--- src/rtl/eqcal_pkg.sv ---
package eqcal_pkg;
  typedef enum logic [2:0] {
    ST_IDLE,
    ST_CHK,
    ST_SEL,
    ST_REQ,
    ST_WAIT,
    ST_DONE
  } eqcal_state_t;
endpackage

--- src/rtl/eqcal_step_gen.sv ---
module eqcal_step_gen #(
  parameter int VAL_W  = 7,
  parameter int STEP_W = 5
) (
  input  logic [VAL_W-1:0]  cur_val,
  input  logic [STEP_W-1:0] step,
  output logic [VAL_W-1:0]  nxt_val,
  output logic              at_max
);
  localparam logic [VAL_W:0] MAX_EXT = {1'b0, {VAL_W{1'b1}}};

  logic [STEP_W-1:0] eff_step;
  logic [VAL_W:0]    sum;

  always_comb begin
    eff_step = (step == '0) ? STEP_W'(1) : step;
    sum      = {1'b0, cur_val} + (VAL_W+1)'(eff_step);
    nxt_val  = (sum > MAX_EXT) ? {VAL_W{1'b1}} : sum[VAL_W-1:0];
    at_max   = (cur_val == {VAL_W{1'b1}});
  end
endmodule

--- src/rtl/eqcal_best_track.sv ---
module eqcal_best_track #(
  parameter int VAL_W   = 7,
  parameter int SCORE_W = 12
) (
  input  logic               clk,
  input  logic               rst_n,
  input  logic               clear,
  input  logic               sample,
  input  logic [SCORE_W-1:0] score,
  input  logic [VAL_W-1:0]   value,
  output logic [VAL_W-1:0]   win_val
);
  logic               have;
  logic [SCORE_W-1:0] best_score;
  logic [VAL_W-1:0]   best_val;
  logic               take;

  always_comb begin
    take    = !have || (score > best_score);
    win_val = take ? value : best_val;
  end

  always_ff @(posedge clk) begin
    if (!rst_n || clear) begin
      have       <= 1'b0;
      best_score <= '0;
      best_val   <= '0;
    end else if (sample && take) begin
      have       <= 1'b1;
      best_score <= score;
      best_val   <= value;
    end
  end
endmodule

--- src/rtl/eqcal_settings_bank.sv ---
module eqcal_settings_bank #(
  parameter int NUM_VARS = 9,
  parameter int VAL_W    = 7,
  parameter int IDX_W    = 4
) (
  input  logic                      clk,
  input  logic                      rst_n,
  input  logic                      wr_en,
  input  logic [IDX_W-1:0]          wr_idx,
  input  logic [VAL_W-1:0]          wr_val,
  output logic [NUM_VARS*VAL_W-1:0] settings
);
  for (genvar i = 0; i < NUM_VARS; i++) begin : g_var
    logic [VAL_W-1:0] val_q;
    always_ff @(posedge clk) begin
      if (!rst_n)
        val_q <= '0;
      else if (wr_en && (wr_idx == IDX_W'(i)))
        val_q <= wr_val;
    end
    assign settings[i*VAL_W +: VAL_W] = val_q;
  end
endmodule

--- src/rtl/eqcal_sweep_ctrl.sv ---
module eqcal_sweep_ctrl
  import eqcal_pkg::*;
#(
  parameter int NUM_VARS = 9,
  parameter int VAL_W    = 7,
  parameter int STEP_W   = 5,
  parameter int ITER_W   = 7,
  parameter int SCORE_W  = 12
) (
  input  logic                      clk,
  input  logic                      rst_n,
  input  logic                      enable,
  input  logic [NUM_VARS-1:0]       sweep_mask,
  input  logic [STEP_W-1:0]         coarse_step,
  input  logic [STEP_W-1:0]         fine_step,
  input  logic [ITER_W-1:0]         coarse_iters,
  input  logic [ITER_W-1:0]         fine_iters,
  output logic                      meas_req,
  input  logic                      score_valid,
  output logic                      score_ready,
  input  logic [SCORE_W-1:0]        score,
  output logic [NUM_VARS*VAL_W-1:0] eq_settings,
  output logic                      busy,
  output logic                      done
);
  localparam int IDX_W = $clog2(NUM_VARS + 1);
  localparam logic [IDX_W-1:0] END_IDX = IDX_W'(NUM_VARS);

  eqcal_state_t      state;
  logic              phase_fine;
  logic [ITER_W-1:0] iter_cnt;
  logic [IDX_W-1:0]  var_idx;
  logic [VAL_W-1:0]  cur_val;

  logic [STEP_W-1:0] act_step;
  logic [ITER_W-1:0] act_iters;
  logic [NUM_VARS:0] mask_ext;
  logic              sel_bit;
  logic              accept;
  logic [VAL_W-1:0]  nxt_val;
  logic              at_max;
  logic [VAL_W-1:0]  win_val;
  logic              wr_en;
  logic [VAL_W-1:0]  wr_val;

  always_comb begin
    act_step  = phase_fine ? fine_step : coarse_step;
    act_iters = phase_fine ? fine_iters : coarse_iters;
    mask_ext  = {1'b0, sweep_mask};
    sel_bit   = mask_ext[var_idx];
    accept    = (state == ST_WAIT) && score_valid && enable;
  end

  eqcal_step_gen #(.VAL_W(VAL_W), .STEP_W(STEP_W)) u_step (
    .cur_val (cur_val),
    .step    (act_step),
    .nxt_val (nxt_val),
    .at_max  (at_max)
  );

  eqcal_best_track #(.VAL_W(VAL_W), .SCORE_W(SCORE_W)) u_best (
    .clk     (clk),
    .rst_n   (rst_n),
    .clear   (state == ST_SEL),
    .sample  (accept),
    .score   (score),
    .value   (cur_val),
    .win_val (win_val)
  );

  always_comb begin
    wr_en  = 1'b0;
    wr_val = '0;
    if (enable && (state == ST_SEL) && (var_idx != END_IDX) && sel_bit) begin
      wr_en  = 1'b1;
      wr_val = '0;
    end else if (accept) begin
      wr_en  = 1'b1;
      wr_val = at_max ? win_val : nxt_val;
    end
  end

  eqcal_settings_bank #(.NUM_VARS(NUM_VARS), .VAL_W(VAL_W), .IDX_W(IDX_W)) u_bank (
    .clk      (clk),
    .rst_n    (rst_n),
    .wr_en    (wr_en),
    .wr_idx   (var_idx),
    .wr_val   (wr_val),
    .settings (eq_settings)
  );

  always_ff @(posedge clk) begin
    if (!rst_n) begin
      state      <= ST_IDLE;
      phase_fine <= 1'b0;
      iter_cnt   <= '0;
      var_idx    <= '0;
      cur_val    <= '0;
    end else if (!enable) begin
      state <= ST_IDLE;
    end else begin
      unique case (state)
        ST_IDLE: begin
          phase_fine <= 1'b0;
          iter_cnt   <= '0;
          state      <= ST_CHK;
        end
        ST_CHK: begin
          if ((iter_cnt == act_iters) || (sweep_mask == '0)) begin
            if (!phase_fine) begin
              phase_fine <= 1'b1;
              iter_cnt   <= '0;
            end else begin
              state <= ST_DONE;
            end
          end else begin
            var_idx <= '0;
            state   <= ST_SEL;
          end
        end
        ST_SEL: begin
          if (var_idx == END_IDX) begin
            iter_cnt <= iter_cnt + ITER_W'(1);
            state    <= ST_CHK;
          end else if (sel_bit) begin
            cur_val <= '0;
            state   <= ST_REQ;
          end else begin
            var_idx <= var_idx + IDX_W'(1);
          end
        end
        ST_REQ: state <= ST_WAIT;
        ST_WAIT: begin
          if (score_valid) begin
            if (at_max) begin
              var_idx <= var_idx + IDX_W'(1);
              state   <= ST_SEL;
            end else begin
              cur_val <= nxt_val;
              state   <= ST_REQ;
            end
          end
        end
        ST_DONE: state <= ST_DONE;
        default: state <= ST_IDLE;
      endcase
    end
  end

  always_comb begin
    meas_req    = (state == ST_REQ);
    score_ready = (state == ST_WAIT);
    busy        = (state != ST_IDLE) && (state != ST_DONE);
    done        = (state == ST_DONE);
  end
endmodule

--- config.mk ---
export PLATFORM = sky130hd
export DESIGN_NAME = eqcal_sweep_ctrl
export DESIGN_NICKNAME = d
export VERILOG_FILES = /design/src/rtl/eqcal_pkg.sv /design/src/rtl/eqcal_step_gen.sv /design/src/rtl/eqcal_best_track.sv /design/src/rtl/eqcal_settings_bank.sv /design/src/rtl/eqcal_sweep_ctrl.sv
export SDC_FILE = /design/constraint.sdc
export NUM_CORES = 1
export LEC_CHECK = 0
export BUFFER_PORTS_ARGS = -buffer_cell sky130_fd_sc_hd__buf_2
export CELL_PAD_IN_SITES_DETAIL_PLACEMENT = 1
export CELL_PAD_IN_SITES_GLOBAL_PLACEMENT = 2
export CORE_AREA = 5 5 118 175
export DETAILED_ROUTE_END_ITERATION = 7
export DIE_AREA = 0 0 123 180
export PLACE_DENSITY_LB_ADDON = 0.1
export SYNTH_ARGS = -nofsm -noshare
export SYNTH_HDL_FRONTEND = slang
export SYNTH_SLANG_ARGS = --single-unit
--- constraint.sdc ---
create_clock -name clk -period 3.1 [get_ports clk]
set_input_delay 0.155 -clock clk [delete_from_list [all_inputs] [get_ports clk]]
set_output_delay 0.155 -clock clk [all_outputs]
set_load 0.1 [all_outputs]
==> results.yml <==
timing:
  final_hold_viol_count: 0
  slew_viol_final: 0
  final.period_utilization_pct: 97.4
  worstMarginPinSlew_ps: 794
  finalSetupViolCount: 0
  fmax_ghz: 0.331
  setup_tns_ps: 0
  skew_ps: 11.7
  period_needed_ps: 3020
  max-slew-margin-rel_pct: 47.0
  worst_slack_ps: 81.7
floorplan:
  row_count: 62
  die_y_um: 180
  core_area_um2: 19000
  die_w_um: 123
  io_pins: 116
  initial_core_util_pct: 28.3
  die_area_um2: 22100
worst_setup_path:
  critPathRequiredTime_ps: 3380
  path_cells: "mux2_4, o41ai_2, ha_2, fa_2, a21o_1, nand2_1, a21oi_1, o32a_1, nor2_1, or4_4, o21ai_0"
  slowest_stage: "or4_4"
  r2r.worst_path.cells: 11
  r2r_setup_slack_ps: 80
  crit_buf_inv: 0
  worst_setup_path_end_kind: "register"
  crit_path_max_incr_delay_ps: 570
  reg2reg_from: "phase_fine$_SDFFE_PN0P_"
  crit_fanout: 5
  worst-setup-path-type: "register to register"
  cp_top_family: "compound AO/OA/AOI/OAI gates"
  rr_endpoint: "u_bank.g_var[6].val_q[6]$_SDFFE_PN0P_"
  arrival_ps: 3300
  cp-start-kind: "register"
synth:
  synth.distinct_cells: 61
  avgSynthCellArea_um2: 8.52
  synth_ff_type: "dfxtp_1"
  netlist.top_cell.by_area: "dfxtp_1"
  synthCells: 632
  ys_warn_count: 0
  yosys-top-cells-count: "105 x dfxtp_1, 85 x nand2_1, 63 x a21oi_1"
  synth_nets: 704
  synth_edf_count: 0
  ys_ff_latch: 105
  netlist_top_cells_area: "dfxtp_1 39%, mux2i_1 7.8%, nand2_1 5.9%"
  netlist.area_leader.share_pct: 39.0
  synth.most_common_cell: "dfxtp_1"
  async_flop_share_pct: 0
  ys_seq_area_share_pct: 39.0
  syn_area_um2: 5380
placed_design:
  place_hpwl_um: 13600
  gp_congestion: 0.802
  dp.cells: 989
  pre_cts_ws_ps: -136
  port_buffers: 115
finish:
  drive_gt1_share_pct: 28.4
  area_growth_pct: 23.7
  final_nets: 818
  nFillCells: 2298
  diodes: 0
  layout.cells.non_filler: 1006
  final_util_pct: 35.0
route:
  vias: 5002
  first_pass_iters: 4
  post-route-drc-count: 0
  initialDrtViolationCount: 163
  wl_per_cell_um: 17.9
  wl_um: 18000
  viasPerCell: 4.97
  ant_nets: 0
worst_hold_path:
  hold_depth: 3
  min-delay-start: "score[10]"
  holdPathEnd: "u_best.best_score[10]$_SDFFE_PP0P_"
  hp-class: "input pin to register"
clocking:
  cts_buffers: 9
  cts_buffer_depth: 2
  cts_tree: "yes"
  ctsHtreeMaxLevel: 3
  cts_hold_buf: 0
  clk_latency_ps: 360
  root_buffer: "clkbuf_16"
  cts_sinks: 105
  clkTransAtPathRegs_ps: 80
power:
  leakagePower_nw: 2.82
  power_w: 0.00274
  peakVddDrop_uv: 232
  p_per_area_nw_per_um2: 412
grt:
  grt_max_degree: 57
  grt_pass1_wl_um: 28200
  antenna_found_initial: 0
  overflow: 0
  grt_usage_pct: 16.2
  first_global_vias: 5285
status:
  run_status: "complete, no violations"
flow_run:
  max_cap_violations: 0
sequential cells by signal (all words and copies together), names as in the netlist:
register            count
cur_val                 7
u_bank.g_var.val_q     63
u_best.have             1
u_best.best_val         7
phase_fine              1
u_best.best_score      12
iter_cnt                7
state                   3
var_idx                 4
report_power, final:
group,total (W),internal [W],switching (W),leakage (nW)
Sequential,0.00135,0.00135,0.00000492,0.846
Clock,0.00118,0.000632,0.000553,0.137
Combinational,0.000207,0.0000756,0.000131,1.84
layout make-up:
class	count	area, µm²	area share (%)
clock buffer	10	229	3.44
sequential	105	2110	31.6
timing repair buffer	130	692	10.4
tap	256	320	4.81
multi-input combinational	482	3180	47.8
inverter	18	67.6	1.01
clock inverter	5	65.1	0.977
through the flow:
stage	instance area (µm²)	hold slack, ps
floorplan	5400	299
global placement	6260	409
detailed placement	6260	417
CTS	6590	35.4
global route	6660	50.2
finish	6660	49.5
worst max-delay path by stage:
stage,from,endpoint,slack (ps),cells past startpoint
detailed placement,phase_fine$_SDFFE_PN0P_,u_bank.g_var[1].val_q[6]$_SDFFE_PN0P_,-140,11
global placement,phase_fine$_SDFFE_PN0P_,u_bank.g_var[0].val_q[6]$_SDFFE_PN0P_,-50,11
floorplan,phase_fine$_SDFFE_PN0P_,u_bank.g_var[4].val_q[6]$_SDFFE_PN0P_,30,14
global route,phase_fine$_SDFFE_PN0P_,u_bank.g_var[6].val_q[6]$_SDFFE_PN0P_,-8,11
CTS,u_best.best_score[3]$_SDFFE_PP0P_,u_bank.g_var[4].val_q[0]$_SDFFE_PN0P_,40,9
finish,phase_fine$_SDFFE_PN0P_,u_bank.g_var[6].val_q[6]$_SDFFE_PN0P_,80,11
worst min-delay path: cells and delay by family:
family	cells	cell delay, ps
buffers and inverters	1	90
multiplexers	1	60
AND/OR/NAND/NOR	1	70
cells in the final DEF, fill, tap and decap left out, types with 5 or more instances in the layout:
cell and n:
mux2i_1 41, a21oi_1 63, nand3b_1 6, buf_4 14, o21ai_0 21, nand3_1 21
or3_1 10, or2_2 43, nand4_1 5, and2_1 5, nand2_1 85, dfxtp_1 104
nor2b_1 6, ha_1 21, clkbuf_16 9, a211oi_1 5, inv_1 17, o41ai_4 5
o21ai_1 7, a21o_1 5, nor2_1 52, buf_2 115, xnor2_1 7
kinds of logic after synthesis:
family	synth area share, %
flops	39.0
compound gates	17.5
mux	8.65
xor+xnor	1.46
simple gates	24.2
buf+inv	3.74
fa+ha+maj	5.48
metal layers:
layer | wire length (µm) | vias up | global-route usage [%]
li1 | - | 2453 | -
met1 | 7590 | 2460 | 18.9
met2 | 9640 | 73 | 29.7
met3 | 470 | 16 | 1.86
met4 | 276 | 0 | 5.63
met5 | 0 | - | 0
timing repair:
| item | CTS | global route |
|---|---|---|
| pin swaps | 0 | 3 |
| endpoints found under the setup margin | 38 | 48 |
| gates cloned | 0 | 1 |
| resized for setup | 6 | 16 |
| buffers inserted | 0 | 1 |
Note: power is estimated with default switching activity, not from simulation.
